`src/rtl/bfp_norm_pkg.sv`:
```
package bfp_norm_pkg;

  localparam int DATA_W  = 16;
  localparam int GEXP_W  = 5;
  localparam int TAG_W   = 2;
  localparam int SHIFT_W = 4;

  // Word exponent: global exponent plus tag, one extra bit for the carry.
  function automatic logic [GEXP_W:0] word_exp_sum(
    input logic [GEXP_W-1:0] gexp,
    input logic [TAG_W-1:0]  tag
  );
    return {1'b0, gexp} + {{(GEXP_W + 1 - TAG_W){1'b0}}, tag};
  endfunction

  // Narrow subtraction with the borrow returned in the top bit.
  function automatic logic [SHIFT_W:0] narrow_diff(
    input logic [SHIFT_W-1:0] uexp,
    input logic [SHIFT_W-1:0] wexp
  );
    return {1'b0, uexp} - {1'b0, wexp};
  endfunction

endpackage

```
`src/rtl/bfp_shift_calc.sv`:
```
module bfp_shift_calc
  import bfp_norm_pkg::*;
#(
  parameter int GW = GEXP_W,
  parameter int TW = TAG_W,
  parameter int SW = SHIFT_W
) (
  input  logic [GW-1:0] gexp,
  input  logic [TW-1:0] tag,
  input  logic [SW-1:0] uexp,
  output logic [SW-1:0] shamt,
  output logic          trap_wide,
  output logic          trap_borrow
);

  localparam logic [SW-1:0] MAX_SHIFT = '1;

  logic [GW:0] sum_full;
  logic [SW:0] diff_full;

  always_comb begin
    sum_full    = {1'b0, gexp} + {{(GW + 1 - TW){1'b0}}, tag};
    trap_wide   = |sum_full[GW:SW];
    diff_full   = {1'b0, uexp} - {1'b0, sum_full[SW-1:0]};
    trap_borrow = diff_full[SW];
    if (trap_wide || trap_borrow) shamt = MAX_SHIFT;
    else                          shamt = diff_full[SW-1:0];
  end

endmodule

```
`src/rtl/bfp_shift_hold.sv`:
```
module bfp_shift_hold #(
  parameter int SW = 4
) (
  input  logic          clk,
  input  logic          rst_n,
  input  logic          load,
  input  logic [SW-1:0] shamt_in,
  output logic [SW-1:0] shamt_q
);

  always_ff @(posedge clk or negedge rst_n) begin
    if (!rst_n)    shamt_q <= '0;
    else if (load) shamt_q <= shamt_in;
  end


  hold_stable_chk: assert property (@(posedge clk) disable iff (!rst_n)
    !load |=> $stable(shamt_q));

endmodule

```
`src/rtl/bfp_arith_shifter.sv`:
```
module bfp_arith_shifter #(
  parameter int DW = 16,
  parameter int SW = 4
) (
  input  logic [DW-1:0] din,
  input  logic [SW-1:0] shamt,
  output logic [DW-1:0] dout
);

  logic [DW-1:0] stage [SW+1];

  assign stage[0] = din;

  for (genvar i = 0; i < SW; i++) begin : g_stage
    localparam int STEP = 1 << i;
    logic sgn;
    assign sgn = stage[i][DW-1];
    if (STEP >= DW) begin : g_full
      assign stage[i+1] = shamt[i] ? {DW{sgn}} : stage[i];
    end else begin : g_part
      assign stage[i+1] = shamt[i] ? {{STEP{sgn}}, stage[i][DW-1:STEP]}
                                   : stage[i];
    end
  end

  assign dout = stage[SW];

endmodule

```
`src/rtl/bfp_out_norm.sv`:
```
module bfp_out_norm
  import bfp_norm_pkg::*;
#(
  parameter int DW = DATA_W,
  parameter int GW = GEXP_W,
  parameter int TW = TAG_W,
  parameter int SW = SHIFT_W
) (
  input  logic          clk,
  input  logic          rst_n,
  input  logic          in_valid,
  input  logic          in_imag,
  input  logic [DW-1:0] in_data,
  input  logic [TW-1:0] in_tag,
  input  logic [GW-1:0] in_gexp,
  input  logic [SW-1:0] in_uexp,
  output logic          out_valid,
  output logic          out_imag,
  output logic [DW-1:0] out_data
);

  // Internal events, named for the assertions.
  logic [SW-1:0] calc_shamt;
  logic [SW-1:0] held_shamt;
  logic [SW-1:0] use_shamt;
  logic          trap_wide;
  logic          trap_borrow;
  logic          real_load;
  logic [DW-1:0] shifted;

  bfp_shift_calc #(.GW(GW), .TW(TW), .SW(SW)) u_calc (
    .gexp        (in_gexp),
    .tag         (in_tag),
    .uexp        (in_uexp),
    .shamt       (calc_shamt),
    .trap_wide   (trap_wide),
    .trap_borrow (trap_borrow)
  );

  assign real_load = in_valid && !in_imag;

  bfp_shift_hold #(.SW(SW)) u_hold (
    .clk      (clk),
    .rst_n    (rst_n),
    .load     (real_load),
    .shamt_in (calc_shamt),
    .shamt_q  (held_shamt)
  );

  assign use_shamt = in_imag ? held_shamt : calc_shamt;

  bfp_arith_shifter #(.DW(DW), .SW(SW)) u_shift (
    .din   (in_data),
    .shamt (use_shamt),
    .dout  (shifted)
  );

  always_ff @(posedge clk or negedge rst_n) begin
    if (!rst_n) begin
      out_valid <= 1'b0;
      out_imag  <= 1'b0;
      out_data  <= '0;
    end else begin
      out_valid <= in_valid;
      if (in_valid) begin
        out_imag <= in_imag;
        out_data <= shifted;
      end
    end
  end


  valid_latency_chk: assert property (@(posedge clk) disable iff (!rst_n)
    out_valid == $past(in_valid));


  sign_keep_chk: assert property (@(posedge clk) disable iff (!rst_n)
    $past(in_valid) |-> out_data[DW-1] == $past(in_data[DW-1]));


  trap_fill_chk: assert property (@(posedge clk) disable iff (!rst_n)
    $past(real_load && (trap_wide || trap_borrow))
      |-> out_data == {DW{$past(in_data[DW-1])}});


  zero_shift_chk: assert property (@(posedge clk) disable iff (!rst_n)
    $past(in_valid && use_shamt == '0) |-> out_data == $past(in_data));


  idle_hold_chk: assert property (@(posedge clk) disable iff (!rst_n)
    !$past(in_valid) |-> $stable(out_data));

endmodule

```
`config.mk`:
```
export PLATFORM = sky130hd
export DESIGN_NAME = bfp_out_norm
export DESIGN_NICKNAME = d
export VERILOG_FILES = /design/src/rtl/bfp_norm_pkg.sv /design/src/rtl/bfp_shift_calc.sv /design/src/rtl/bfp_shift_hold.sv /design/src/rtl/bfp_arith_shifter.sv /design/src/rtl/bfp_out_norm.sv
export SDC_FILE = /design/constraint.sdc
export NUM_CORES = 1
export LEC_CHECK = 0
export ABC_AREA = 1
export BUFFER_PORTS_ARGS = -buffer_cell sky130_fd_sc_hd__buf_2
export CAP_MARGIN = 20
export CORE_MARGIN = 1.5
export CORE_UTILIZATION = 48
export CTS_CLUSTER_DIAMETER = 150
export DETAILED_ROUTE_END_ITERATION = 8
export HOLD_SLACK_MARGIN = 0.15
export PLACE_DENSITY = 0.84
export SLEW_MARGIN = 25
export SYNTH_ARGS = -nofsm -noshare
export SYNTH_HDL_FRONTEND = slang
export SYNTH_SLANG_ARGS = --single-unit
```
`constraint.sdc`:
```
create_clock -name clk -period 1.3 [get_ports clk]
set_input_delay 0.39 -clock clk [delete_from_list [all_inputs] [get_ports clk]]
set_output_delay 0.39 -clock clk [all_outputs]
set_load 0.01 [all_outputs]
```
== After elaboration in Yosys (flattened, before gate mapping) ==
Cells that the tools add are included.

* Add/subtract/negate cells: 2
* Multiplexer cells: 6
* Reduce and logical (&&, ||, !) cells: 4

{| class="wikitable"
|+ Operators by type and width
! cell !! count
|-
| 2-to-1 mux 15 bit || 4
|-
| 2-to-1 mux 4 bit || 2
|-
| adder 5 x 2 -> 6 bit || 1
|-
| subtractor 4 x 4 -> 5 bit || 1
|-
| OR reduction 2 bit || 1
|-
| logical AND 1 bit || 1
|-
| logical NOT 1 bit || 1
|-
| logical OR 1 bit || 1
|}

* Logic and storage cells: 16
* Register bits: 22

== Logic depth before layout (Yosys ltp) ==
* Word-level depth: 9
* Mapped depth: 19

== Modules after synthesis ==
From an unflattened synthesis, not the netlist that was laid out.

* Cell total of the unflattened synthesis: 310
* Area, all modules: 1,935.6 µm²

{| class="wikitable"
|+ By module, submodules not included
! module !! cells an instance !! area an instance (µm²) !! sequential area each (µm²) !! instances
|-
| bfp_out_norm || 87 || 752.0 || 450.4 || 1
|-
| bfp_arith_shifter || 162 || 747.0 || 0.0 || 1
|-
| bfp_shift_calc || 44 || 287.8 || 0.0 || 1
|-
| bfp_shift_hold || 17 || 148.9 || 100.1 || 1
|}

== Worst setup path after synthesis ==
OpenSTA, ideal clock, no wires.

* Path type: input-to-reg
* Start point: input port in_tag[0]
* End point: register out_data[6]
* Required time: 1,234 ps
* Setup time: 66 ps
* Setup slack: -1,366 ps
* Stages: 16
* Arrival time: 2,600 ps
* Cells stage by stage: ha_1 -> fa_1 -> inv_1 -> fa_1 -> nand3_1 -> nand2_1 -> nand3_2 -> nand2_1 -> nand2_2 -> buf_2 -> nand3_1 -> nand3_1 -> nand3_1 -> nand2_1 -> nand2_1 -> nand2_1

* Cells in the longest elaborated chain, start to end: 9
* Elaborated cells on any way between the ends: 10
* Classes of those cells: add/sub: 2; mux: 6; reduce/logical: 2

{| class="wikitable"
|+ RTL lines
! what !! RTL line !! RTL
|-
| start, declared || bfp_out_norm.sv:14 || <nowiki>input logic [TW-1:0] in_tag,</nowiki>
|-
| adder 5 x 2 -> 6 bit * || bfp_shift_calc.sv:22 || <nowiki>sum_full = {1'b0, gexp} + {{(GW + 1 - TW){1'b0}}, tag};</nowiki>
|-
| subtractor 4 x 4 -> 5 bit / OR reduction 2 bit (equally long branches) || bfp_shift_calc.sv:24, bfp_shift_calc.sv:23 ||
|-
| logical OR 1 bit || bfp_shift_calc.sv:26 || <nowiki>if (trap_wide || trap_borrow) shamt = MAX_SHIFT;</nowiki>
|-
| 2-to-1 mux 4 bit * || bfp_shift_calc.sv:26 ||
|-
| 2-to-1 mux 4 bit * || bfp_out_norm.sv:50 || <nowiki>assign use_shamt = in_imag ? held_shamt : calc_shamt;</nowiki>
|-
| 2-to-1 mux 15 bit (3 in a row) || bfp_arith_shifter.sv:21 || <nowiki>assign stage[i+1] = shamt[i] ? {{STEP{sgn}}, stage[i][DW-1:STEP]}</nowiki>
|-
| 2-to-1 mux 15 bit * || bfp_arith_shifter.sv:21 ||
|-
| end signal, assigned || bfp_out_norm.sv:67 || <nowiki>out_data <= shifted;</nowiki>
|-
| end, declared || bfp_out_norm.sv:19 || <nowiki>output logic [DW-1:0] out_data</nowiki>
|}

Every way passes the cells marked *; elsewhere a longest branch is shown, timed or not.
A chain may end at the register's enable or synchronous reset.

== Final worst setup path ==
Same ends and word-level chain as after synthesis.

==> impl_metrics.json <==
{
  "clk_latency_ps": 260,
  "crit_path_end_kind": "register",
  "synth_enable_flop_cells": 0,
  "slew_headroom": 0.520,
  "clk_path_buf_depth": 2,
  "hold_class": "primary input to register",
  "postRouteAntennaNets": 0,
  "reg2reg_depth": 11,
  "m1WireLength_um": 3040,
  "holdWs_ps": 458,
  "worstSetupPathType": "primary input to register",
  "maxCapViolCount": 0,
  "period_share": 2.11,
  "cts.sink_count": 22,
  "slew_viol_final": 0,
  "dieArea_sq_um": 4350,
  "netlist_area_sq_um": 1900,
  "synth_warnings": 0,
  "wl_met3_um": 911,
  "fin_crit_ps": 2750,
  "peakVddDrop_v": 0.000866,
  "wirelength_um": 9200,
  "die_h_um": 65.9,
  "diodes": 0,
  "start_util": 0.508,
  "cts_buffers": 3,
  "drc": 0,
  "crit_path_max_fanout": 6,
  "first_pass_iters": 7,
  "yosys.cell_count.top_type": "nand3_1",
  "synth_top_cell_by_area": "dfrtp_1",
  "nets": 407,
  "drt_first_iter_violations": 386,
  "antenna_found_initial": 0,
  "synth-main-ff-cell": "dfrtp_1",
  "r2r_slack_ps": -780,
  "final_cells": 415,
  "synth-seq-area-share": 0.290,
  "worstReg2RegStart": "u_hold.shamt_q[0]",
  "port-buffer-count": 48,
  "cts_tree": "yes",
  "synthArstFlopShare": 1.00,
  "syn-num-nets": 317,
  "grt_pass1_wl_um": 10300,
  "violations": "setup timing",
  "synth_area_per_cell_sq_um": 6.84,
  "overflow": 0,
  "grt_max_degree": 23,
  "swShare": 0.447,
  "synth_area_leaders": "dfrtp_1, nand3_1, nand2_1, inv_1, ha_1",
  "setup_ws_ps": -1450,
  "worst_pin_slew_ps": 717,
  "hold_end": "out_valid",
  "drive_gt1_frac": 0.629,
  "rsz0062_at_grt": "true",
  "core_area_sq_um": 3740,
  "top_level_ports": 49,
  "cp-start-kind": "primary input",
  "pre_cts_slack_ps": -1610,
  "dp_cells": 394,
  "rows": 22,
  "ctsRootBufferMaster": "clkbuf_8",
  "syn_inst": 278,
  "die_x_um": 65.9,
  "top_layer": "met4",
  "cts_max_level": 1,
  "status": "finished with violations",
  "gp_congestion": 0.881,
  "utilization": 0.903,
  "hold-path-cell-count": 2,
  "ys_ff_latch": 22,
  "leakagePower_nw": 1.56,
  "fmax_mhz": 364,
  "track_usage": 0.307,
  "hold_violations": 0,
  "p_comb_frac": 0.612,
  "wl_met2_um": 4410,
  "cp.arrival_ps": 2910,
  "p_seq_frac": 0.251,
  "setup_viol": 19,
  "required_ps": 1460,
  "synth_top_area_frac": 0.290,
  "rr_endpoint": "out_data[6]",
  "dr_total_vias": 2684,
  "intPower_mw": 1.97,
  "powerDensity_nw_per_um2": 1050,
  "viasPerCell": 6.47,
  "p_switching_mw": 1.59,
  "synth.distinct_cells": 26,
  "dp_hpwl_um": 4130,
  "pwr-share-clk": 0.138,
  "synth_common_cells": "nand3_1, nand2_1, inv_1",
  "grt_pass1_vias": 2379,
  "hold_path_startpoint": "in_valid",
  "area_delta_synth_final_pct": 77.8,
  "wl_per_cell_um": 22.2,
  "clk_pin_slew_worst_paths_ps": 80,
  "skew_ps": 4.89
}
power by group through the flow:
stage          registers [mW]  clock network [mW]  logic (mW)
6_report                0.890               0.489        2.17
5_1_grt                 0.897               0.513        2.26
4_1_cts                 0.878               0.486        1.61
3_5_place_dp            0.889                   0        1.35
3_3_place_gp            0.886                   0        1.31
2_1_floorplan           0.938                   0       0.817
area by class of cell:
class / instances / area [sq um]
multi-input cells: 219 / 1900
repair buffers: 94 / 698
flip-flops and latches: 22 / 551
fillers: 152 / 364
inverters: 28 / 113
well taps: 48 / 60.1
clock buffers: 4 / 55.1
worst max-delay path: stages:
cell	delay, ps
buf_6	100
ha_4	160
fa_2	530
inv_2	50
fa_2	390
nand3_4	120
nand2_8	90
nand4_4	180
nand3_1	190
nand3_4	130
nand2_1	90
nand2_1	140
nand2_2	110
nand2_2	70
nand2_1	60
nand2_1	60
nand2_1	50
layout by cell type, fill, tap and decap left out, types with 2 or more instances in the layout:
master	netlist	layout
buf_12	0	4
xnor2_2	0	2
buf_4	3	30
nand4_4	0	2
ha_4	0	4
inv_1	23	21
nand2_1	60	37
buf_2	3	45
inv_4	0	3
nor2_2	0	2
nand2_8	0	2
nand3_2	4	48
o211ai_1	2	2
a21oi_4	1	3
dfrtp_1	22	22
nand2_4	1	6
o21ai_4	0	2
buf_6	4	14
nor2_1	20	17
inv_2	5	4
nand3_4	0	16
a21oi_2	0	10
fa_2	0	2
nand3_1	90	30
nand2_2	5	22
a31oi_1	3	2
clkbuf_8	0	4
per-stage QoR:
stage	area, sq um	setup TNS, ps	power, mW
global placement	2470	-26230	2.19
CTS	2870	-21420	2.97
floorplan	2020	-20720	1.76
global route	3380	-24430	3.67
detailed placement	2470	-27840	2.24
finish	3380	-23230	3.55
state kept, by name, indices dropped and copies added, names as in the netlist:
signal and cells:
u_hold.shamt_q 4, out_data 16, out_imag 1, out_valid 1
worst max path at each step:
stage / startpoint / to / slack [ps] / cells after the start
2_1_floorplan: in_tag[0] / out_data[1] / -1240 / 14
6_report: in_tag[0] / out_data[6] / -1450 / 17
4_1_cts: in_gexp[0] / out_data[12] / -1290 / 14
3_3_place_gp: in_tag[0] / out_data[1] / -1530 / 15
5_1_grt: in_tag[0] / out_data[6] / -1550 / 20
3_5_place_dp: in_tag[0] / out_data[1] / -1610 / 16
logic make-up (layout without fill, tap and decap cells):
kind of cell / after synthesis / count (layout) / share of synthesized area
DFF: 22 / 22 / 0.290
xor gates and xnor gates: 4 / 4 / 0.0184
and+or+nand+nor: 182 / 184 / 0.448
AOI/OAI and AO/OA: 23 / 23 / 0.0823
adders and majority gates: 8 / 8 / 0.0606
buffers and inverters: 39 / 126 / 0.101
layer usage:
layer	GRT usage	vias to the layer above
li1	-	1118
met4	0.164	0
met5	0	-
met1	0.323	1230
met2	0.559	245
met3	0.0716	91
repair_timing:
item / 4_1_cts / 5_1_grt
setup endpoints to repair: 19 / 19
gates cloned: 2 / 2
buffers inserted: 7 / 9
endpoints found under the hold margin: 22 / 0
pin swaps: 31 / 29
hold buffers: 1 / 0
gates resized for setup: 46 / 96
Note: power is estimated with default switching activity, not from simulation.
